**config.mk**
```make
export PLATFORM = sky130hd
export DESIGN_NAME = nand_cache_reader
export DESIGN_NICKNAME = d
export VERILOG_FILES = /design/src/rtl/nand_cr_pkg.sv /design/src/rtl/nand_bus_cycler.sv /design/src/rtl/nand_cache_seq.sv /design/src/rtl/nand_cache_reader.sv
export SDC_FILE = /design/constraint.sdc
export NUM_CORES = 1
export LEC_CHECK = 0
export ABC_CLOCK_PERIOD_IN_PS = 3280
export BUFFER_PORTS_ARGS = -buffer_cell sky130_fd_sc_hd__buf_2
export CAP_MARGIN = 20
export CORE_UTILIZATION = 25
export DETAILED_ROUTE_END_ITERATION = 8
export SKIP_CTS_REPAIR_TIMING = 1
export SYNTH_ARGS = -nofsm -noshare
export SYNTH_HDL_FRONTEND = slang
export SYNTH_SLANG_ARGS = --single-unit
```
**constraint.sdc**
```tcl
create_clock -name clk -period 3.28 [get_ports clk]
set_input_delay 0.164 -clock clk [delete_from_list [all_inputs] [get_ports clk]]
set_output_delay 0.164 -clock clk [all_outputs]
set_load 0.02 [all_outputs]
```
**src/rtl/nand_cr_pkg.sv**
```systemverilog
// Shared definitions for the NAND cache-read sequencer: bus cycle kinds,
// command opcodes and sequencer states. Assumes an 8-bit multiplexed bus.
package nand_cr_pkg;

    typedef enum logic [1:0] {
        BUS_CMD,
        BUS_ADDR,
        BUS_READ
    } bus_op_e;

    localparam logic [7:0] OPC_OPEN  = 8'h00;
    localparam logic [7:0] OPC_GO    = 8'h30;
    localparam logic [7:0] OPC_NEXT  = 8'h31;
    localparam logic [7:0] OPC_LAST  = 8'h3F;

    typedef enum logic [2:0] {
        SQ_IDLE,
        SQ_OPEN,
        SQ_ADDR,
        SQ_GO,
        SQ_SETTLE,
        SQ_READY,
        SQ_CACHE,
        SQ_STREAM
    } seq_state_e;

endpackage

```
**src/rtl/nand_bus_cycler.sv**
```systemverilog
// Generates one NAND bus cycle per request: a command or address write
// (we_n pulse with cle/ale) or a data read (re_n pulse, byte captured at the
// end of the low phase). Assumes req is raised only while busy is low.
module nand_bus_cycler
    import nand_cr_pkg::*;
#(
    parameter int STROBE_LO = 2,
    parameter int STROBE_HI = 2
) (
    input  logic        clk,
    input  logic        rst_n,
    input  logic        req,
    input  bus_op_e     op,
    input  logic [7:0]  wbyte,
    output logic        busy,
    output logic        ack,
    output logic [7:0]  rbyte,
    output logic        cle,
    output logic        ale,
    output logic        we_n,
    output logic        re_n,
    output logic [7:0]  dq_out,
    output logic        dq_oe,
    input  logic [7:0]  dq_in
);

    localparam int MAXT = (STROBE_LO > STROBE_HI) ? STROBE_LO : STROBE_HI;
    localparam int CW   = $clog2(MAXT + 1);

    logic          act_q;
    logic          hi_q;
    logic [CW-1:0] cnt_q;
    bus_op_e       op_q;
    logic [7:0]    byte_q;
    logic [7:0]    rbyte_q;

    // Phase sequencing: low strobe phase, then high recovery phase.
    always_ff @(posedge clk) begin
        if (!rst_n) begin
            act_q   <= 1'b0;
            hi_q    <= 1'b0;
            cnt_q   <= '0;
            op_q    <= BUS_CMD;
            byte_q  <= '0;
            rbyte_q <= '0;
        end else if (!act_q) begin
            if (req) begin
                act_q  <= 1'b1;
                hi_q   <= 1'b0;
                cnt_q  <= '0;
                op_q   <= op;
                byte_q <= wbyte;
            end
        end else if (!hi_q) begin
            if (cnt_q == CW'(STROBE_LO - 1)) begin
                hi_q  <= 1'b1;
                cnt_q <= '0;
                if (op_q == BUS_READ) rbyte_q <= dq_in;
            end else begin
                cnt_q <= cnt_q + 1'b1;
            end
        end else begin
            if (cnt_q == CW'(STROBE_HI - 1)) act_q <= 1'b0;
            else                             cnt_q <= cnt_q + 1'b1;
        end
    end

    // Bus pin decode from the cycle state.
    always_comb begin
        busy   = act_q;
        ack    = act_q && hi_q && (cnt_q == CW'(STROBE_HI - 1));
        rbyte  = rbyte_q;
        cle    = act_q && (op_q == BUS_CMD);
        ale    = act_q && (op_q == BUS_ADDR);
        we_n   = !(act_q && !hi_q && (op_q != BUS_READ));
        re_n   = !(act_q && !hi_q && (op_q == BUS_READ));
        dq_out = byte_q;
        dq_oe  = act_q && (op_q != BUS_READ);
    end

    // strobes exclusive, no drive during a read
    p_strobe_excl_r9: assert property (@(posedge clk) disable iff (!rst_n)
        !(!we_n && !re_n));
    p_oe_read_r9: assert property (@(posedge clk) disable iff (!rst_n)
        !re_n |-> !dq_oe);
    p_latch_excl_r9: assert property (@(posedge clk) disable iff (!rst_n)
        !(cle && ale));
    // the sequencer never requests while a cycle is running
    p_req_idle_r4: assert property (@(posedge clk) disable iff (!rst_n)
        act_q |-> !req);

endmodule

```
**src/rtl/nand_cache_seq.sv**
```systemverilog
// Command sequencer for a multi-page cache read: open page, wait ready,
// then per page a continue (or last) command, ready wait and byte stream.
// Assumes rb_n may be asynchronous (two-flop synchronised here) and that the
// device pulls rb_n low within SETTLE cycles after a busy-causing command.
module nand_cache_seq
    import nand_cr_pkg::*;
#(
    parameter int ROW_W   = 24,
    parameter int CNT_W   = 16,
    parameter int COL_W   = 12,
    parameter int COL_CYC = 2,
    parameter int SETTLE  = 4
) (
    input  logic             clk,
    input  logic             rst_n,
    input  logic             start,
    input  logic [ROW_W-1:0] start_row,
    input  logic [CNT_W-1:0] page_count,
    input  logic [COL_W-1:0] page_bytes,
    output logic             busy,
    output logic             out_valid,
    output logic [7:0]       out_data,
    output logic             out_page_end,
    output logic             done,
    input  logic             rb_n,
    output logic             bus_req,
    output bus_op_e          bus_op,
    output logic [7:0]       bus_wbyte,
    input  logic             bus_ack,
    input  logic [7:0]       bus_rbyte,
    input  logic             bus_busy
);

    localparam int ROW_CYC  = (ROW_W + 7) / 8;
    localparam int ADDR_CYC = COL_CYC + ROW_CYC;
    localparam int AW       = $clog2(ADDR_CYC + 1);
    localparam int WW       = $clog2(SETTLE + 1);

    seq_state_e       state_q;
    logic [ROW_W-1:0] row_q;
    logic [CNT_W-1:0] left_q;
    logic [COL_W-1:0] nbytes_q;
    logic [COL_W-1:0] col_q;
    logic [AW-1:0]    aidx_q;
    logic [WW-1:0]    wcnt_q;
    logic             pend_q;
    logic             from_go_q;
    logic             rb_meta_q, rb_sync_q;
    logic             valid_q, end_q, done_q;
    logic [7:0]       data_q;
    logic             issuing;
    logic [ROW_W-1:0] row_sh;

    // Ready/busy synchroniser.
    always_ff @(posedge clk) begin
        if (!rst_n) begin
            rb_meta_q <= 1'b0;
            rb_sync_q <= 1'b0;
        end else begin
            rb_meta_q <= rb_n;
            rb_sync_q <= rb_meta_q;
        end
    end

    // Bus request decode: which cycle the current state needs.
    always_comb begin
        issuing = (state_q == SQ_OPEN) || (state_q == SQ_ADDR) ||
                  (state_q == SQ_GO)   || (state_q == SQ_CACHE) ||
                  (state_q == SQ_STREAM);
        bus_req = issuing && !pend_q;
        row_sh  = row_q >> (8 * (int'(aidx_q) - COL_CYC));
        bus_op    = BUS_CMD;
        bus_wbyte = 8'h00;
        case (state_q)
            SQ_OPEN:   bus_wbyte = OPC_OPEN;
            SQ_ADDR: begin
                bus_op    = BUS_ADDR;
                bus_wbyte = (int'(aidx_q) < COL_CYC) ? 8'h00 : row_sh[7:0];
            end
            SQ_GO:     bus_wbyte = OPC_GO;
            SQ_CACHE:  bus_wbyte = (left_q > CNT_W'(1)) ? OPC_NEXT : OPC_LAST;
            SQ_STREAM: bus_op    = BUS_READ;
            default:   bus_op    = BUS_CMD;
        endcase
    end

    // Main run control: state walk, counters and output byte register.
    always_ff @(posedge clk) begin
        if (!rst_n) begin
            state_q   <= SQ_IDLE;
            row_q     <= '0;
            left_q    <= '0;
            nbytes_q  <= '0;
            col_q     <= '0;
            aidx_q    <= '0;
            wcnt_q    <= '0;
            pend_q    <= 1'b0;
            from_go_q <= 1'b0;
            valid_q   <= 1'b0;
            end_q     <= 1'b0;
            done_q    <= 1'b0;
            data_q    <= '0;
        end else begin
            valid_q <= 1'b0;
            end_q   <= 1'b0;
            if (bus_req)      pend_q <= 1'b1;
            else if (bus_ack) pend_q <= 1'b0;
            case (state_q)
                SQ_IDLE: if (start && page_count != '0 && page_bytes != '0) begin
                    row_q    <= start_row;
                    left_q   <= page_count;
                    nbytes_q <= page_bytes;
                    aidx_q   <= '0;
                    done_q   <= 1'b0;
                    state_q  <= SQ_OPEN;
                end
                SQ_OPEN: if (bus_ack) state_q <= SQ_ADDR;
                SQ_ADDR: if (bus_ack) begin
                    if (aidx_q == AW'(ADDR_CYC - 1)) state_q <= SQ_GO;
                    else                             aidx_q  <= aidx_q + 1'b1;
                end
                SQ_GO: if (bus_ack) begin
                    from_go_q <= 1'b1;
                    wcnt_q    <= '0;
                    state_q   <= SQ_SETTLE;
                end
                SQ_SETTLE: begin
                    if (wcnt_q == WW'(SETTLE - 1)) state_q <= SQ_READY;
                    else                           wcnt_q  <= wcnt_q + 1'b1;
                end
                SQ_READY: if (rb_sync_q) begin
                    from_go_q <= 1'b0;
                    col_q     <= '0;
                    state_q   <= from_go_q ? SQ_CACHE : SQ_STREAM;
                end
                SQ_CACHE: if (bus_ack) begin
                    wcnt_q  <= '0;
                    state_q <= SQ_SETTLE;
                end
                SQ_STREAM: if (bus_ack) begin
                    valid_q <= 1'b1;
                    data_q  <= bus_rbyte;
                    if (col_q == nbytes_q - COL_W'(1)) begin
                        end_q  <= 1'b1;
                        left_q <= left_q - CNT_W'(1);
                        if (left_q == CNT_W'(1)) begin
                            done_q  <= 1'b1;
                            state_q <= SQ_IDLE;
                        end else begin
                            state_q <= SQ_CACHE;
                        end
                    end else begin
                        col_q <= col_q + COL_W'(1);
                    end
                end
                default: state_q <= SQ_IDLE;
            endcase
        end
    end

    assign busy         = (state_q != SQ_IDLE);
    assign out_valid    = valid_q;
    assign out_data     = data_q;
    assign out_page_end = end_q;
    assign done         = done_q;

    // page end only with a byte
    p_end_valid_r6: assert property (@(posedge clk) disable iff (!rst_n)
        out_page_end |-> out_valid);
    // done rises with the final page end and then holds
    p_done_rise_r7: assert property (@(posedge clk) disable iff (!rst_n)
        $rose(done) |-> out_page_end);
    p_done_hold_r7: assert property (@(posedge clk) disable iff (!rst_n)
        (done && !start) |=> done);
    // bus generator idle through every ready wait
    p_wait_quiet_r4: assert property (@(posedge clk) disable iff (!rst_n)
        (state_q == SQ_SETTLE || state_q == SQ_READY) |-> !bus_busy);
    // no bus request while idle
    p_idle_noreq_r1: assert property (@(posedge clk) disable iff (!rst_n)
        !busy |-> !bus_req);

endmodule

```
**src/rtl/nand_cache_reader.sv**
```systemverilog
// Top of the NAND sequential cache-read block: joins the run sequencer to
// the bus cycle generator. Assumes one device on the bus, 8-bit data.
module nand_cache_reader
    import nand_cr_pkg::*;
#(
    parameter int ROW_W     = 24,
    parameter int CNT_W     = 16,
    parameter int COL_W     = 12,
    parameter int STROBE_LO = 2,
    parameter int STROBE_HI = 2,
    parameter int SETTLE    = 4
) (
    input  logic             clk,
    input  logic             rst_n,
    input  logic             start,
    input  logic [ROW_W-1:0] start_row,
    input  logic [CNT_W-1:0] page_count,
    input  logic [COL_W-1:0] page_bytes,
    output logic             busy,
    output logic             out_valid,
    output logic [7:0]       out_data,
    output logic             out_page_end,
    output logic             done,
    output logic             nand_cle,
    output logic             nand_ale,
    output logic             nand_we_n,
    output logic             nand_re_n,
    output logic [7:0]       nand_dq_out,
    output logic             nand_dq_oe,
    input  logic [7:0]       nand_dq_in,
    input  logic             nand_rb_n
);

    logic       bus_req, bus_ack, bus_busy;
    bus_op_e    bus_op;
    logic [7:0] bus_wbyte, bus_rbyte;

    nand_cache_seq #(
        .ROW_W   (ROW_W),
        .CNT_W   (CNT_W),
        .COL_W   (COL_W),
        .COL_CYC (2),
        .SETTLE  (SETTLE)
    ) u_seq (
        .clk          (clk),
        .rst_n        (rst_n),
        .start        (start),
        .start_row    (start_row),
        .page_count   (page_count),
        .page_bytes   (page_bytes),
        .busy         (busy),
        .out_valid    (out_valid),
        .out_data     (out_data),
        .out_page_end (out_page_end),
        .done         (done),
        .rb_n         (nand_rb_n),
        .bus_req      (bus_req),
        .bus_op       (bus_op),
        .bus_wbyte    (bus_wbyte),
        .bus_ack      (bus_ack),
        .bus_rbyte    (bus_rbyte),
        .bus_busy     (bus_busy)
    );

    nand_bus_cycler #(
        .STROBE_LO (STROBE_LO),
        .STROBE_HI (STROBE_HI)
    ) u_bus (
        .clk    (clk),
        .rst_n  (rst_n),
        .req    (bus_req),
        .op     (bus_op),
        .wbyte  (bus_wbyte),
        .busy   (bus_busy),
        .ack    (bus_ack),
        .rbyte  (bus_rbyte),
        .cle    (nand_cle),
        .ale    (nand_ale),
        .we_n   (nand_we_n),
        .re_n   (nand_re_n),
        .dq_out (nand_dq_out),
        .dq_oe  (nand_dq_oe),
        .dq_in  (nand_dq_in)
    );

endmodule

```
==> summary by stage, run 1 <==
Clock tree
The cell sitting at the root of the clock tree is a clkbuf_16. The clock-pin slew reported for the worst setup and hold paths after clock tree synthesis is 80 ps. The deepest level of the CTS H-tree is 3.

The later pin in the worst-skew pair is clocked with a latency of 360 ps. The maximum buffer depth of the clock tree is 2. The number of buffers added by the clock tree synthesis step is 9. TritonCTS built the clock tree. The clock sink count is 110.

Setup path
The worst setup path is captured at a flop. For the worst setup path, the data arrival time is 3170 ps. For the worst flop-to-flop path, the logic depth is 8.

In this run the worst setup path begins at u_seq.nbytes_q[0]. The source of the worst register-to-register timing path is u_seq.nbytes_q[0]. Along the worst path, the maximum fanout reaches 6.

The sort of element at the start of the critical path is a flop. The start-to-end type of the worst setup path is flop to flop. For the worst setup path, the data required time is 3560 ps.

Timing
The highest clock frequency the design can meet is 346 MHz. The clock arrives with 7.13 ps of skew. Setup repair after global routing left no endpoint under its margin. The final critical delay including setup and external delays is 2890 ps. In the finished design, the share of the clock period the worst path needs comes to 0.881. The number of pins exceeding their max-slew limit in the final report is 0. The post-route setup TNS is 0 ps. The remaining max-slew budget at the tightest pin is 0.493. In the post-route analysis, the smallest setup slack over all paths is 389 ps. At the pin with the least slew margin, the transition time is 759 ps. Setup violations remaining at the end of the flow were counted as 0. The final count of hold timing violations is 0.

Place
The placer's final routability congestion estimate is 0.836. The detailed placer's ending HPWL is 11400 um. The placed cell area is 0.00637 mm2.

The number of buffers inserted by port buffering is 88. Prior to clock tree synthesis, the placed netlist has a worst setup slack of 469 ps.

Layout
The number of antenna cells inserted is 0. The final layout contains 870 nets. Relative to the synthesized area, the layout overhead comes to 17.4%. The ratio of cells with drive above 1 in the final layout is 0.169. The design area is 0.00665 mm2. Measured on the finished design, the core utilization comes to 0.302.

Min path
The worst hold-check path type is input pin to flop. The startpoint of the worst hold path is nand_rb_n. Along the worst hold path, the cell count comes to 2.

Yosys
The share of synthesized area occupied by flip-flops and latches is 0.389. Synthesis handed over a netlist of 732 instances. The most common cell in the synthesized netlist is nand2_1. For this run, the number of Yosys warnings is 0. The commonest cells after synthesis are nand2_1, dfxtp_1, a21oi_1, nor2_1, clkbuf_1.

Counting flops with an async set or reset pin after synthesis yields a share of 0. The most used flip-flop cell after synthesis is dfxtp_1. Summing every instance area after synthesis gives 0.00567 mm2. The number of storage elements in the synthesis netlist is 110. The top-area cell type share of the netlist area is 0.389.

When the netlist entered floorplanning its net count stood at 805. By area the synthesized netlist is led by dfxtp_1, nand2_1, a21oi_1, mux2i_1, nor2_1. The count of flip-flops with a built-in enable after synthesis is 0. Summed over all instances, the cell type with the most area after synthesis is dfxtp_1. The number of distinct library cell variants in the gate-level netlist after synthesis is 70. A synthesized cell averages 7.74 um2.

Pwr
The net switching fraction of the power is 0.393. The register share of total power is 0.402. Of the total power, combinational logic draws 0.352.

Of the total power, the clock network draws 0.246. The internal power component is 0.00264 W. The worst IR drop on VDD is 0.237 mV.

The cell leakage power is 2.51 nW. The areal power density over the cells is 654 mW/mm2. The total net switching power is 0.00171 W.

Routing
In the final routed layout, each cell accounts on average for 14.6 um. Once detail routing completed, the nets flagged for antenna violations numbered 0. For this run, the detailed router's first-pass iteration total came to 7. The post-detailed-route via-to-cell ratio is 4.99. The DRC violations left is 0. The first routing iteration left 368 violations.

After detailed routing, the total wire length is 15800 um. The via count is 5390.

Die
The total area inside the core boundary comes to 0.0220 mm2. The die height is 153 um. The number of I/O pins is 89.

The x dimension of the die is 153 um. The floorplan step defined a die boundary enclosing 0.0233 mm2. The initial core utilization is 0.257. The total number of placement rows is 54.

Global route
The total overflow left after global routing is 0. The number of global-route vias before repair is 4969. Entering global routing, the biggest net connects 49 pins. The initial antenna violation count is 0.

The first-pass GRT wire length is 25800 um. For this run, the total global-route usage over all layers was measured as 0.136.

Job
Across the run, the number of max-cap violations was 0.

Outcome
The run finished with clean final reports.
[registers in the layout, indices dropped and copies added, names as in the netlist]
signal and count:
u_bus.op_q 2, u_bus.busy 1, u_bus.rbyte 8, u_seq.rb_meta_q 1, u_bus.hi_q 1, u_seq.row_q 24, u_seq.state_q 3, u_seq.col_q 12
u_seq.wcnt_q 3, u_bus.cnt_q 2, u_seq.rb_sync_q 1, u_bus.dq_out 8, u_seq.from_go_q 1, u_seq.done 1, u_seq.aidx_q 3, u_seq.nbytes_q 12
u_seq.out_page_end 1, u_seq.pend_q 1, u_seq.out_data 8, u_seq.left_q 16, u_seq.out_valid 1
[layout make-up]
| type | instances | area [um2] |
|---|---|---|
| clock buffers | 10 | 239 |
| clock inverters | 5 | 43.8 |
| multi-input cells | 558 | 3210 |
| inverters | 15 | 56.3 |
| flip-flops and latches | 110 | 2200 |
| well taps | 280 | 350 |
| fillers | 2414 | 15400 |
| repair buffers | 103 | 553 |
[metal layers]
metal  GRT usage  wire (um)  vias to the layer above
met1       0.179       7370                     2518
met4      0.0298        184                        0
li1            -          -                     2744
met2       0.220       7320                      116
met5           0          0                        -
met3      0.0381        908                       12
[through the flow]
| stage | hold slack [ps] | std cells | total power (W) |
|---|---|---|---|
| 2_1_floorplan | 291 | 732 | 0.00286 |
| 3_3_place_gp | 383 | 1066 | 0.00328 |
| 3_5_place_dp | 379 | 1066 | 0.00330 |
| 4_1_cts | -0.855 | 1081 | 0.00438 |
| 5_1_grt | 7.49 | 1081 | 0.00465 |
| 6_report | 5.84 | 1081 | 0.00435 |
[worst max-delay path: stages, from the launching register on]
cell	delay [ps]
dfxtp_1	450
inv_1	70
ha_1	260
xnor2_1	150
a2111oi_1	690
nand4_1	170
or3_1	470
or3_1	410
a31oi_1	150
[final timing paths]
path	slack, ps	endpoint
worst min-delay path	6	u_seq.rb_meta_q
worst max register to register	390	u_seq.left_q[8]
worst max-delay path	390	u_seq.left_q[8]
worst min register to register	450	u_seq.row_q[5]
[placed cells by master (no fill, tap or decap), types with 3 or more instances in the layout]
cell	n
nand2b_1	8
and2_1	4
a311oi_1	4
nand3b_1	4
and3_1	6
o41ai_1	3
a41oi_1	3
o22ai_1	3
o211ai_1	10
xor2_1	6
inv_1	14
o31ai_1	6
clkbuf_16	9
a31oi_1	14
nand4_1	16
dfxtp_1	110
a2111o_1	3
or4_1	5
a21oi_1	80
buf_2	88
xnor2_1	10
nor3_1	13
nor3b_1	5
mux2i_1	24
or3_1	8
nand3_1	21
nor2b_1	6
nand2_1	142
ha_1	9
o21ai_0	33
nor4_1	12
nor2_1	59
buf_4	15
[cell families (layout without fill, tap and decap cells)]
kind of cell	after synthesis	in the layout	share of synthesized area
AO/OA/AOI/OAI	184	184	0.199
AND/OR/NAND/NOR	323	323	0.276
buffers and inverters	64	133	0.0457
multiplexers	26	26	0.0464
XOR/XNOR	16	16	0.0247
flip-flops	110	110	0.389
adder cells (fa/ha/maj)	9	9	0.0199
[power by group through the flow]
stage          logic [W]  clock network, W  registers, W
2_1_floorplan    0.00121                 0       0.00165
6_report         0.00153           0.00107       0.00175
5_1_grt          0.00171           0.00115       0.00179
3_5_place_dp     0.00153                 0       0.00177
4_1_cts          0.00153           0.00111       0.00174
3_3_place_gp     0.00151                 0       0.00177
No activity file was read; power rests on OpenSTA's default activity.
==> inputs of run 2 (changes only) <==
--- a/config.mk
+++ b/config.mk
@@ -13,4 +13,5 @@
 export SKIP_CTS_REPAIR_TIMING = 1
 export SYNTH_ARGS = -nofsm -noshare
 export SYNTH_HDL_FRONTEND = slang
+export SYNTH_HIERARCHICAL = 1
 export SYNTH_SLANG_ARGS = --single-unit
==> run 2 against run 1 <==
Cell count fell by 1.6%. Total power fell by 6.0%. Non-clock buffer count rose by 2. Utilization barely moved. Combinational power fell by 13%. Design area rose by 3.1%. Routed wire length fell by 11%. Sequential share of layout area fell by 0.98 points. Critical endpoint is now u_seq/left_q[0]. Largest cell class unchanged. Largest power group unchanged.
==> summary by stage, run 2 <==
Layout
The flip-flop count of the largest register after layout is 24 (unchanged). The most common cell after layout, fill and taps aside is dfxtp_1. The utilization after layout came to 0.302 (about the same). u_seq/row_q holds more flip-flops than any other register. The number of cells in the finished layout apart from fillers was 1064 (-1.6%). The ratio of cells with drive above 1 in the final layout came to 0.189 (+0.0202).

In the layout the commonest cells are dfxtp_1, nand2_1, buf_2. The net count reported at finish came to 847 (-2.6%). The design area was 0.00686 mm2 (+3.1%). The number of antenna cells inserted came to 0 (unchanged). In the final layout, the registers with the most flip-flops are u_seq/row_q x24, u_seq/left_q x16.

The fill cell instance count of the final layout is 2425 (+0.46%). From synthesis to final layout, the design area changed by 18.1%.

Routing
The iteration count of the initial detailed-routing pass came to 5 (-2). The DRC violations left is 0 (unchanged). The post-detailed-route via-to-cell ratio came to 4.75 (-4.8%). The post-detailed-route count of antenna-violating nets was 0 (unchanged). The aggregate routed wire length came to 14100 um (-11%). The initial detailed-routing violation count came to 275 (-25%).

The routed wirelength normalized by instance count is 13.2 um (-9.5%). The via count is 5049 (-6.3%).

Clock tree
The deepest level of the CTS H-tree came to 3 (unchanged). The TritonCTS clock tree is yes. The maximum buffer depth of the clock tree is 2 (unchanged). The clock sink count is 110 (unchanged). The clock-pin slew reported for the worst setup and hold paths after clock tree synthesis is 70 ps (about the same). The library cell used as clock root buffer is clkbuf_16. The number of buffers added by the clock tree synthesis step is 9 (unchanged). The clock latency on the worst-skew pair is 360 ps (about the same).

Die
The number of I/O pins is 89 (unchanged). The die footprint is 0.0238 mm2 (+2.4%). The initial core utilization is 0.256 (-0.00163). The die height came to 154 um (+1.2%).

The core area is 0.0227 mm2 (+3.1%). The total number of placement rows is 55 (+1.9%). The x dimension of the die is 154 um (+1.2%).

Pwr
The cell leakage power is 2.86 nW (+14%). The areal power density over the cells came to 597 mW/mm2 (-8.8%). The worst IR drop on VDD is 0.286 mV (+20%).

Yosys
The number of distinct library cell variants in the gate-level netlist after synthesis came to 70 (unchanged). Sorting the synthesized cells by how often they occur yields dfxtp_1, nand2_1, nor2_1, mux2i_1, nor2b_1. The fraction of registers with async set/reset is 0 (unchanged). The number of storage elements in the synthesis netlist is 110 (unchanged). After synthesis, the cell types taking the most area are dfxtp_1, mux2i_1, nand2_1, nor2b_1, nor2_1. Summed over all instances, the cell type with the most area after synthesis is dfxtp_1. The synthesized netlist net count is 773 (-4.0%). The gate count of the mapped netlist is 700 (-4.4%).

The most used flip-flop cell after synthesis is dfxtp_1. The share of synthesized area occupied by flip-flops and latches is 0.379 (-0.00929). The count of flip-flops with a built-in enable after synthesis is 0 (unchanged). By instance count, the leading cell after synthesis is dfxtp_1.

The synthesized cell area is 0.00581 mm2 (+2.5%). The top-area cell type share of the netlist area is 0.379 (-0.00929). The average size of a mapped cell is 8.30 um2 (+7.1%). The total number of yosys warnings is 6 (+6).

Setup path
The largest fanout on the critical path is 13 (+7). On the critical path the largest part of the delay comes from simple AND/OR/NAND/NOR gates. The delay of the slowest cell on the worst path came to 650 ps (-40 ps).

The endpoint required time on the critical path is 3540 ps (-20 ps). The cell with the largest stage delay on the worst path is or4_1. The number of buffers and inverters on the critical path came to 1 (unchanged). The register-to-register path setup slack was 300 ps (-90 ps). The arrival time reported for the critical path endpoint was 3240 ps (+70 ps). The signal on the critical path passes through or4_1 > or3_1 > a21o_1 > a2111oi_4 > o211ai_2 > buf_4 > a211o_1 > and3_1. The worst setup path is captured at a flop.

The critical path is of the flop to flop type. The worst setup path is launched from a flop.

Global route
The met1 track demand over resource in global routing came to 0.168 (-0.0112). The largest net degree at the start of global routing is 61 (+24%). The met3 global-route usage is 0.0392 (+0.00112). The first-pass GRT wire length was 23600 um (-8.7%). The overall fraction of global-route tracks in use was 0.123 (-0.0132). The number of global-route vias before repair was 4739 (-4.6%). The global routing met2 resource utilization is 0.188 (-0.0325). The initial antenna violation count came to 0 (unchanged). met2 is the most crowded layer. The residual overflow from global routing is 0 (unchanged).

Outcome
The run finished with clean final reports.

Timing
The final critical delay including setup and external delays was 2980 ps (+90.7 ps). The slew at the pin closest to its max-slew limit came to 754 ps (-4.76 ps). The worst clock skew is 6.84 ps (-0.294 ps). The final count of hold timing violations was 0 (unchanged). The number of setup violations in the final report was 0 (unchanged). The portion of the clock cycle consumed by the worst path in the final layout is 0.909 (+0.0276). The remaining max-slew budget at the tightest pin is 0.493 (about the same).

The highest clock frequency the design can meet came to 335 MHz (-3.0%). Setup repair after global routing left no endpoint under its margin. The number of pins exceeding their max-slew limit in the final report is 0 (unchanged). The post-route setup TNS came to 0 ps (unchanged).

The post-route worst setup slack is 298 ps (-90.7 ps).

Job
The reported max-cap violation count is 0 (unchanged).

Place
The placed cell area is 0.00655 mm2 (+2.9%). The detailed placer's ending HPWL is 10400 um (-9.2%). The placer's final routability congestion estimate was 0.794 (-5.0%).

The post-place setup slack came to 309 ps (-160 ps). The number of buffers inserted by port buffering is 88 (unchanged). The cell count after placement came to 1048 (-1.7%).

Min path
The path class of the tightest hold or removal check is input pin to flop.
run 2: cell count changes after synthesis, sizes merged, moves of 7 or more:
cell / delta
nor2: +7
a21oi: -55
nand2: -38
a21boi: +22
nand3: -16
mux2i: +31
clkbuf: -11
nor2b: +37
nand4: -12
or2: +7
run 2: power by group:
part           internal, W  total, W  leakage, nW  switching [W]
logic             0.000557   0.00133         1.82       0.000771
registers          0.00149   0.00164        0.895       0.000147
clock network     0.000614   0.00113        0.142       0.000512
run 2: per-layer routing:
layer / wire length, um / vias to the layer above
met2: 6060 / 118
met1: 7010 / 2335
met5: 0 / -
met3: 876 / 10
li1: - / 2586
met4: 104 / 0
run 2: cell families (layout without fill, tap and decap cells):
group           Yosys count  after routing  share of synthesized area
compound gates          140            140                      0.171
xor+xnor                 17             17                     0.0256
flops                   110            110                      0.379
simple gates            307            307                      0.265
fa+ha+maj                 9              9                     0.0194
mux                      56             56                     0.0967
buf+inv                  61            140                     0.0429
run 2: final timing paths:
kind,startpoint,cells past startpoint,to
worst max-delay path,u_seq/nbytes_q[2],8,u_seq/left_q[0]
worst min-delay path,nand_rb_n,2,u_seq/rb_meta_q
worst max register to register,u_seq/nbytes_q[2],8,u_seq/left_q[0]
worst min register to register,u_seq/out_data[2],2,u_seq/out_data[2]
run 2: stage by stage:
stage          total power [W]  hold slack [ps]
2_1_floorplan          0.00269              291
3_3_place_gp           0.00298              404
3_5_place_dp           0.00299              413
4_1_cts                0.00414             27.8
5_1_grt                0.00438             41.9
6_report               0.00409             27.4
run 2: area by class of cell:
class                      instances  area, um2  area share
tap                              285        357      0.0520
timing repair buffer             105        568      0.0829
clock buffer                      11        243      0.0354
clock inverter                     5       58.8     0.00858
multi-input combinational        529       3360       0.490
sequential                       110       2200       0.321
inverter                          19       71.3      0.0104
